File: src/rtl/csr_bank_pkg.sv
package csr_bank_pkg;

   typedef enum logic [1:0] {
      SEL_NONE   = 2'd0,
      SEL_RAW    = 2'd1,
      SEL_STORE  = 2'd2,
      SEL_STATUS = 2'd3
   } csr_sel_e;

   function automatic int ceil_div(input int a, input int b);
      return (a + b - 1) / b;
   endfunction

   function automatic int idx_bits(input int n);
      return (n > 1) ? $clog2(n) : 1;
   endfunction

endpackage

File: src/rtl/csr_addr_dec.sv
module csr_addr_dec
   import csr_bank_pkg::*;
#(
   parameter int ADDR_W = 8,
   parameter int LOC_W  = 4,
   parameter logic [ADDR_W-LOC_W-1:0] BANK_BASE = '0,
   parameter int NS = 3,
   parameter int NT = 2,
   parameter int IW = 2
) (
   input  logic [ADDR_W-1:0] adr,
   output csr_sel_e          sel,
   output logic [IW-1:0]     idx
);
   localparam int STORE_LO  = 1;
   localparam int STATUS_LO = STORE_LO + NS;
   localparam int END_OFF   = STATUS_LO + NT;

   logic             bank_hit;
   logic [LOC_W-1:0] off;
   int               off_i;

   assign bank_hit = (adr[ADDR_W-1:LOC_W] == BANK_BASE);
   assign off      = adr[LOC_W-1:0];
   assign off_i    = int'(off);

   always_comb begin
      sel = SEL_NONE;
      idx = '0;
      if (bank_hit) begin
         if (off_i == 0) begin
            sel = SEL_RAW;
         end else if (off_i < STATUS_LO) begin
            sel = SEL_STORE;
            idx = IW'(off_i - STORE_LO);
         end else if (off_i < END_OFF) begin
            sel = SEL_STATUS;
            idx = IW'(off_i - STATUS_LO);
         end
      end
   end
endmodule

File: src/rtl/csr_raw_reg.sv
module csr_raw_reg #(
   parameter int DW = 8
) (
   input  logic          clk,
   input  logic          rst_n,
   input  logic          wr,
   input  logic [DW-1:0] din,
   output logic [DW-1:0] q,
   output logic          stb
);
   always_ff @(posedge clk) begin
      if (!rst_n) begin
         q   <= '0;
         stb <= 1'b0;
      end else begin
         stb <= wr;
         if (wr) q <= din;
      end
   end
endmodule

File: src/rtl/csr_wide_store.sv
module csr_wide_store #(
   parameter int DW     = 8,
   parameter int W      = 20,
   parameter int NS     = 3,
   parameter int IW     = 2,
   parameter bit ATOMIC = 1'b1,
   parameter logic [W-1:0] RESET_VAL = '0
) (
   input  logic          clk,
   input  logic          rst_n,
   input  logic          wr,
   input  logic [IW-1:0] idx,
   input  logic [DW-1:0] din,
   output logic [W-1:0]  value,
   output logic          stb
);
   localparam int PW = NS * DW;

   logic [PW-1:0] cur_pad;
   logic [PW-1:0] next_pad;
   logic          load;

   assign cur_pad = PW'(value);

   generate
      if (ATOMIC && NS > 1) begin : g_atomic
         logic [DW-1:0] back [NS-1];
         logic          last_wr;

         assign last_wr = wr && (idx == IW'(NS - 1));

         for (genvar k = 0; k < NS - 1; k++) begin : g_back
            always_ff @(posedge clk) begin
               if (!rst_n)                          back[k] <= '0;
               else if (wr && (idx == IW'(k)))      back[k] <= din;
            end
         end

         always_comb begin
            next_pad = '0;
            for (int k = 0; k < NS - 1; k++)
               next_pad[(NS-1-k)*DW +: DW] = back[k];
            next_pad[DW-1:0] = din;
         end
         assign load = last_wr;
      end else begin : g_direct
         always_comb begin
            next_pad = cur_pad;
            for (int k = 0; k < NS; k++)
               if (idx == IW'(k)) next_pad[(NS-1-k)*DW +: DW] = din;
         end
         assign load = wr;
      end
   endgenerate

   always_ff @(posedge clk) begin
      if (!rst_n) begin
         value <= RESET_VAL;
         stb   <= 1'b0;
      end else begin
         stb <= load;
         if (load) value <= next_pad[W-1:0];
      end
   end
endmodule

File: src/rtl/csr_read_mux.sv
module csr_read_mux
   import csr_bank_pkg::*;
#(
   parameter int DW       = 8,
   parameter int STORE_W  = 20,
   parameter int STATUS_W = 12,
   parameter int NS       = 3,
   parameter int NT       = 2,
   parameter int IW       = 2
) (
   input  csr_sel_e            sel,
   input  logic [IW-1:0]       idx,
   input  logic [DW-1:0]       raw_d,
   input  logic [STORE_W-1:0]  store_v,
   input  logic [STATUS_W-1:0] status_v,
   output logic [DW-1:0]       rd
);
   localparam int SPW = NS * DW;
   localparam int TPW = NT * DW;

   logic [SPW-1:0] store_pad;
   logic [TPW-1:0] status_pad;

   assign store_pad  = SPW'(store_v);
   assign status_pad = TPW'(status_v);

   always_comb begin
      rd = '0;
      unique case (sel)
         SEL_RAW:    rd = raw_d;
         SEL_STORE:
            for (int k = 0; k < NS; k++)
               if (idx == IW'(k)) rd = store_pad[(NS-1-k)*DW +: DW];
         SEL_STATUS:
            for (int k = 0; k < NT; k++)
               if (idx == IW'(k)) rd = status_pad[(NT-1-k)*DW +: DW];
         default:    rd = '0;
      endcase
   end
endmodule

File: src/rtl/csr_word_bank.sv
module csr_word_bank
   import csr_bank_pkg::*;
#(
   parameter int DW       = 8,
   parameter int ADDR_W   = 8,
   parameter int LOC_W    = 4,
   parameter logic [ADDR_W-LOC_W-1:0] BANK_BASE = 4'h5,
   parameter int STORE_W  = 20,
   parameter int STATUS_W = 12,
   parameter bit ATOMIC   = 1'b1,
   parameter logic [STORE_W-1:0] RESET_VAL = 20'hA5C3E
) (
   input  logic                clk,
   input  logic                rst_n,
   input  logic [ADDR_W-1:0]   bus_adr,
   input  logic                bus_we,
   input  logic [DW-1:0]       bus_dat_w,
   output logic [DW-1:0]       bus_dat_r,
   output logic [DW-1:0]       raw_q,
   output logic                raw_stb,
   input  logic [DW-1:0]       raw_d,
   output logic [STORE_W-1:0]  store_q,
   output logic                store_stb,
   input  logic [STATUS_W-1:0] status_d
);
   localparam int NS = ceil_div(STORE_W, DW);
   localparam int NT = ceil_div(STATUS_W, DW);
   localparam int IW = idx_bits((NS > NT) ? NS : NT);

   initial begin
      assert (1 + NS + NT <= (1 << LOC_W))
         else $error("register map does not fit the local offset field");
      assert (LOC_W < ADDR_W)
         else $error("no bank select bits left in the address");
   end

   csr_sel_e      sel;
   logic [IW-1:0] idx;
   logic [DW-1:0] rd_next;

   csr_addr_dec #(
      .ADDR_W(ADDR_W), .LOC_W(LOC_W), .BANK_BASE(BANK_BASE),
      .NS(NS), .NT(NT), .IW(IW)
   ) i_dec (
      .adr(bus_adr), .sel(sel), .idx(idx)
   );

   csr_raw_reg #(.DW(DW)) i_raw (
      .clk(clk), .rst_n(rst_n),
      .wr(bus_we && (sel == SEL_RAW)),
      .din(bus_dat_w), .q(raw_q), .stb(raw_stb)
   );

   csr_wide_store #(
      .DW(DW), .W(STORE_W), .NS(NS), .IW(IW),
      .ATOMIC(ATOMIC), .RESET_VAL(RESET_VAL)
   ) i_store (
      .clk(clk), .rst_n(rst_n),
      .wr(bus_we && (sel == SEL_STORE)),
      .idx(idx), .din(bus_dat_w),
      .value(store_q), .stb(store_stb)
   );

   csr_read_mux #(
      .DW(DW), .STORE_W(STORE_W), .STATUS_W(STATUS_W),
      .NS(NS), .NT(NT), .IW(IW)
   ) i_rmux (
      .sel(sel), .idx(idx), .raw_d(raw_d),
      .store_v(store_q), .status_v(status_d), .rd(rd_next)
   );

   always_ff @(posedge clk) begin
      if (!rst_n) bus_dat_r <= '0;
      else        bus_dat_r <= rd_next;
   end
endmodule

File: config.mk
export PLATFORM = sky130hd
export DESIGN_NAME = csr_word_bank
export DESIGN_NICKNAME = d
export VERILOG_FILES = /design/src/rtl/csr_bank_pkg.sv /design/src/rtl/csr_addr_dec.sv /design/src/rtl/csr_raw_reg.sv /design/src/rtl/csr_wide_store.sv /design/src/rtl/csr_read_mux.sv /design/src/rtl/csr_word_bank.sv
export SDC_FILE = /design/constraint.sdc
export NUM_CORES = 1
export LEC_CHECK = 0
export BUFFER_PORTS_ARGS = -buffer_cell sky130_fd_sc_hd__buf_2
export CAP_MARGIN = 20
export CORE_ASPECT_RATIO = 0.9
export CORE_UTILIZATION = 49
export DETAILED_ROUTE_END_ITERATION = 7
export GPL_ROUTABILITY_DRIVEN = 0
export PLACE_DENSITY = 0.78
export SLEW_MARGIN = 0
export SYNTH_ARGS = -nofsm -noshare
export SYNTH_HDL_FRONTEND = slang
export SYNTH_SLANG_ARGS = --single-unit
File: constraint.sdc
create_clock -name clk -period 3.1 [get_ports clk]
set_input_delay 0.155 -clock clk [delete_from_list [all_inputs] [get_ports clk]]
set_output_delay 0.155 -clock clk [all_outputs]
set_load 0.005 [all_outputs]
==> results of run 1 <==
-- area by class of cell --
| type | instances | area, um^2 | area share |
|---|---|---|---|
| flip-flops and latches | 50 | 1120 | 0.429 |
| well taps | 48 | 60.1 | 0.0230 |
| clock buffers | 5 | 68.8 | 0.0263 |
| clock inverters | 2 | 33.8 | 0.0129 |
| repair buffers | 80 | 410 | 0.157 |
| multi-input cells | 143 | 903 | 0.346 |
| inverters | 4 | 15.0 | 0.00575 |
-- layer usage --
metal | vias to the layer above | routed length, um | part of all wire
met2 | 63 | 2120 | 0.45
li1 | 900 | - | -
met3 | 8 | 305 | 0.064
met1 | 830 | 2270 | 0.48
met4 | 0 | 67 | 0.014
met5 | - | 0 | 0
-- Yosys cell counts (2+ instances only) --
library cell | number | area, um^2
clkbuf_1 | 8 | 30.0
dfxtp_1 | 38 | 761
nand3_1 | 17 | 85.1
nor2_1 | 7 | 26.3
inv_1 | 4 | 15.0
a22oi_1 | 4 | 30.0
buf_2 | 3 | 15.0
a21oi_1 | 8 | 40.0
a222oi_1 | 4 | 40.0
nor3b_2 | 2 | 25.0
nand2b_1 | 3 | 18.8
a32oi_1 | 4 | 35.0
and2_1 | 14 | 87.6
nand2_1 | 30 | 113
edfxtp_1 | 12 | 360
o22ai_1 | 4 | 25.0
o21ai_0 | 18 | 90.1
mux2i_1 | 15 | 150
-- per-stage QoR --
stage | power (uW) | utilization | hold WS, ns | cell area, um^2 | worst slack (ns)
2_1_floorplan | 742 | - | 0.283 | 2100 | 0.803
3_3_place_gp | 781 | 0.612 | 0.401 | 2510 | 0.866
3_5_place_dp | 784 | 0.612 | 0.411 | 2510 | 0.779
4_1_cts | 1210 | 0.637 | 0.0963 | 2610 | 1.10
5_1_grt | 1250 | 0.637 | 0.101 | 2610 | 0.908
6_report | 1200 | 0.637 | 0.104 | 2610 | 1.08
-- power groups by stage --
stage	Sequential (uW)	Clock [uW]	Combinational (uW)
final	677	433	91.2
after global routing	678	469	99.5
after CTS	677	443	91.7
after detailed placement	692	0	91.3
after global placement	692	0	89.2
after floorplan	692	0	50.4
-- tightest hold or removal path, stage by stage --
cell     delay (ns)
buf_2          0.10
mux2i_1        0.06
nand2_1        0.06
-- state kept, by name (all words and copies together), names as in the netlist --
signal,flops
i_store.stb,1
i_store.g_atomic.back,12
i_raw.q,8
i_raw.stb,1
bus_dat_r,8
i_store.value,20
-- kinds of logic after synthesis --
| group | after synthesis | synth area share |
|---|---|---|
| AND/OR/NAND/NOR | 82 | 0.214 |
| flip-flops | 50 | 0.535 |
| AO/OA/AOI/OAI | 45 | 0.137 |
| buffers and inverters | 17 | 0.0376 |
| multiplexers | 15 | 0.0716 |
| adder cells (fa/ha/maj) | 1 | 0.00597 |
-- worst max path at each step --
stage | to | startpoint | slack, ns
after CTS | i_store.value[17]$_SDFFE_PN1P_ | bus_adr[0] | 1.10
after floorplan | i_store.g_atomic.back[1][0]$_SDFFCE_PN0P_ | bus_adr[0] | 0.80
after detailed placement | i_store.value[17]$_SDFFE_PN1P_ | bus_adr[0] | 0.78
final | i_store.value[17]$_SDFFE_PN1P_ | bus_adr[0] | 1.08
after global placement | i_store.value[19]$_SDFFE_PN1P_ | bus_adr[0] | 0.87
after global routing | i_store.value[17]$_SDFFE_PN1P_ | bus_adr[0] | 0.91
==> flow_summary.toml, run 1 <==
[routing]
drcViolationCount = 8
drt-total-wl_um = 4760
drt-pass1-iter-count = 6
vias = 1801
via_per_inst = 5.42
wl_per_cell_um = 14.3
antenna_left = 0
initialDrtViolationCount = 102

[timing]
clock.fmax_mhz = 495
slew_viol_final = 0
fin_crit_sh = 0.651
slew_headroom = 0.429
fin_setup_tns_ns = 0
clock-skew-final_ns = 0.00570
hold_violations = 0
tightest_slew_ns = 0.850
setup_viol = 0
rsz0062_at_grt = "false"
finalCriticalPeriod_ns = 2.02

[setup_path]
crit_chain = "buf_2, inv_1, ha_1, nor4b_2, nor3b_4, buf_4, mux2i_1, nand2_1"
startpoint_type = "primary input"
worstSetupPathType = "primary input to flip-flop"
end_kind = "flip-flop"
path_buf_inv = 3
crit_required_ns = 3.27
max_stage_delay_ns = 0.48
r2r_cells = 2
crit_cells = 8
worst-path-max-fanout = 30
r2r-start = "i_store.value[18]$_SDFFE_PN0P_"
critPathTopFamily = "simple AND/OR/NAND/NOR gates"
reg2reg_to = "bus_dat_r[2]$_SDFF_PN0_"
worst_ep_arrival_time_ns = 2.19
crit_path_top_delay_cell = "nor4b_2"
r2r_slack_ns = 2.17

[grt]
antenna_found_initial = 0
grt_use_met1 = 0.297
gr-usage-all-layers = 0.218
grt_max_degree = 50
gr-usage-met3 = 0.0442
top_usage_layer = "met2"
grt_pass1_vias = 1603
grt_pass1_wl_um = 7540
met2_usage = 0.338
grt-ovfl-total = 0

[floorplan]
core_mm2 = 0.00410
die_y_um = 64.1
rows = 22
die_area_mm2 = 0.00455
pin_count = 77
die_x_um = 71.0
start_util = 0.511

[pwr]
p_switching_uw = 255
p_leak_uw = 0.00109
vdd_drop_max_v = 0.000306
intPower_uw = 946
powerDensity_mw_per_mm2 = 460
netSwitchingFraction = 0.213
power_frac_comb = 0.076
clkPwrFrac = 0.361
seqPwrFrac = 0.563

[cells_and_area]
fin_cells = 332
fill_cells = 346
drive_gt1_frac = 0.331
diodes = 0
areaGrowthSynthToFinish_pct = 24.6
final_cell_mix = "buf_2 (76), dfxtp_1 (38), nand2_1 (30), o21ai_0 (18), nand3_1 (17)"
layout_commonest_cell = "buf_2"
fin_nets = 324

[clock_tree]
cts_resized = 0
cts_num_sinks = 50
cts-hold-fix-buffers = 0
root_buffer = "clkbuf_8"
insertion_delay_ns = 0.30
cts_buffers = 5
clock_path_buffers = 2
post-cts-setup-buffers = 0
cts_tree = "done"
cts_max_level = 2
clk_pin_slew_ns = 0.08

[placed_design]
hpwl_um = 3460
placed_cells = 325
port_buffers = 76

[synth]
synth_seq_cells = 50
async_flop_share = 0
synth_area_mm2 = 0.00210
synthFlopType = "dfxtp_1"
syn_nets = 250
synth_edf_count = 12
syn_inst = 210
synth_area_per_cell_um2 = 9.99
ys_warn_count = 0
synth_seq_area_share = 0.535
synthDistinctLibCells = 33

[run]
cap_violations = 0

[status]
violations = "design-rule violations"
status = "finished with violations"

[hold_path]
min_delay_worst_endpoint = "i_store.value[5]$_SDFFE_PN1P_"
hold_path_class = "primary input to flip-flop"
hold_depth = 3
min_from = "bus_dat_w[5]"
No activity file was read; power rests on OpenSTA's default activity.
==> run 2, diff against run 1 <==
--- a/config.mk
+++ b/config.mk
@@ -8,10 +8,10 @@
 export BUFFER_PORTS_ARGS = -buffer_cell sky130_fd_sc_hd__buf_2
 export CAP_MARGIN = 20
 export CORE_ASPECT_RATIO = 0.9
-export CORE_UTILIZATION = 49
+export CORE_UTILIZATION = 44
 export DETAILED_ROUTE_END_ITERATION = 7
 export GPL_ROUTABILITY_DRIVEN = 0
-export PLACE_DENSITY = 0.78
+export PLACE_DENSITY = 0.74
 export SLEW_MARGIN = 0
 export SYNTH_ARGS = -nofsm -noshare
 export SYNTH_HDL_FRONTEND = slang
==> constraint.sdc (replaced) <==
create_clock -name clk -period 1.8 [get_ports clk]
set_input_delay 0.09 -clock clk [delete_from_list [all_inputs] [get_ports clk]]
set_output_delay 0.09 -clock clk [all_outputs]
set_load 0.005 [all_outputs]
==> run 2 against run 1 <==
The flow now finishes without violations. Power is 92% higher. Worst hold slack worse by 0.069 ns. Clock-buffer cell count is 1 higher. Largest power group unchanged. Sequential cell count stayed put. Register-to-register slack worse by 1.3 ns. Design area is 7.4% higher. Clock power is 120% higher. Highest routed layer unchanged.
==> flow_summary.toml, run 2 (same netlist as run 1, synthesis figures left out) <==
[placed_design]
placed_cells = 352
port_buffers = 76
hpwl_um = 3550

[clock_tree]
insertion_delay_ns = 0.30
root_buffer = "clkbuf_8"
cts_max_level = 2
cts-hold-fix-buffers = 0
cts_buffers = 5
post-cts-setup-buffers = 0
cts_resized = 0
clock_path_buffers = 2
cts_tree = "done"
cts_num_sinks = 50
clk_pin_slew_ns = 0.09

[floorplan]
pin_count = 77
die_y_um = 67.5
core_mm2 = 0.00452
die_area_mm2 = 0.00505
die_x_um = 74.8
rows = 23
start_util = 0.464

[routing]
antenna_left = 0
initialDrtViolationCount = 95
vias = 1809
wl_per_cell_um = 13.3
drt-total-wl_um = 4800
drcViolationCount = 0
via_per_inst = 5.03
drt-pass1-iter-count = 4

[cells_and_area]
top_register = "i_store.value"
fin_nets = 337
regArea_mm2 = 0.00112
largest_reg_flops = 20
fin_cells = 360
layout_commonest_cell = "buf_2"
top_regs = "i_store.value (20), i_store.g_atomic.back (12)"
fill_cells = 401
diodes = 0
areaGrowthSynthToFinish_pct = 33.8
multi_input_area_um2 = 928
drive_gt1_frac = 0.376
final_cell_mix = "buf_2 (76), dfxtp_1 (38), nand2_1 (30), nand3_1 (17), o21ai_0 (17)"

[timing]
slew_headroom = 0.683
clock-skew-final_ns = 0.00502
finalCriticalPeriod_ns = 1.51
fin_crit_sh = 0.841
slew_viol_final = 0
fin_setup_tns_ns = 0
clock.fmax_mhz = 661
tightest_slew_ns = 0.476
hold_violations = 0
setup_viol = 0
rsz0062_at_grt = "false"

[grt]
grt_max_degree = 50
met2_usage = 0.307
top_usage_layer = "met2"
grt_use_met1 = 0.284
grt_pass1_vias = 1589
grt-ovfl-total = 0
gr-usage-all-layers = 0.201
antenna_found_initial = 0
gr-usage-met3 = 0.0403
grt_pass1_wl_um = 7450

[hold_path]
min_from = "bus_dat_w[7]"
hold_path_class = "primary input to flip-flop"
hold_depth = 3
min_delay_worst_endpoint = "i_raw.q[7]$_SDFFE_PN0P_"

[setup_path]
startpoint_type = "primary input"
crit_required_ns = 1.83
r2r-start = "i_store.value[18]$_SDFFE_PN0P_"
worst-path-max-fanout = 4
reg2reg_to = "bus_dat_r[2]$_SDFF_PN0_"
worst_ep_arrival_time_ns = 1.54
end_kind = "flip-flop"
r2r_slack_ns = 0.89
r2r_cells = 2
worstSetupPathType = "primary input to flip-flop"

[pwr]
total_power_uw = 2310
vdd_drop_max_v = 0.000449
powerDensity_mw_per_mm2 = 823
p_leak_uw = 0.00118

[run]
cap_violations = 0

[status]
status = "complete, no violations"
==> run 2: cell types whose count changed in the layout (fill, tap and decap cells not counted), sizes merged <==
cell / before / now
clkinv: 1 / 0
buf: 80 / 93
bufinv: 1 / 2
clkbuf: 5 / 6
==> run 2: how the worst max path moves through the flow <==
stage | startpoint | endpoint | slack (ns)
final | bus_adr[3] | i_store.g_atomic.back[0][3]$_SDFFCE_PN0P_ | 0.29
after global routing | bus_adr[0] | i_store.value[5]$_SDFFE_PN1P_ | 0.24
after CTS | bus_adr[3] | i_store.g_atomic.back[0][3]$_SDFFCE_PN0P_ | 0.31
after detailed placement | bus_adr[3] | i_store.g_atomic.back[0][3]$_SDFFCE_PN0P_ | -0.02
after global placement | bus_adr[3] | i_store.g_atomic.back[0][2]$_SDFFCE_PN0P_ | 0.03
after floorplan | bus_adr[3] | i_store.g_atomic.back[0][0]$_SDFFCE_PN0P_ | -0.01
==> run 2: power by group <==
group          leakage [uW]  internal (uW)  total [uW]  switching, uW
Clock             0.0000714            592         961            368
Combinational      0.000687           83.8         183           98.8
Sequential         0.000420           1160        1170           4.71
==> run 2: area by class of cell <==
class                           count  area share
Clock buffer                        6      0.0294
Clock inverter                      2      0.0214
Inverter                            4     0.00535
Multi-Input combinational cell    143       0.331
Sequential cell                    50       0.400
Tap cell                           62      0.0277
Timing Repair Buffer               93       0.186
==> run 2: critical path: stages <==
cell and delay, ns:
buf_2 0.11, or4b_4 0.55, or2_2 0.33, o31ai_1 0.27, buf_4 0.18
==> run 2: layer usage <==
layer | up-vias | part of all wire
met3 | 5 | 0.054
met5 | - | 0
met4 | 0 | 0.0092
li1 | 930 | -
met2 | 62 | 0.43
met1 | 812 | 0.51
==> run 2: through the flow <==
| stage | hold slack [ns] | utilization | area, um^2 | setup WS (ns) |
|---|---|---|---|---|
| 4_1_cts | 0.0268 | 0.621 | 2810 | 0.305 |
| 3_3_place_gp | 0.343 | 0.589 | 2660 | 0.0293 |
| 5_1_grt | 0.0405 | 0.621 | 2810 | 0.236 |
| 3_5_place_dp | 0.346 | 0.589 | 2660 | -0.0250 |
| 6_report | 0.0347 | 0.621 | 2810 | 0.286 |
| 2_1_floorplan | 0.218 | - | 2130 | -0.0105 |
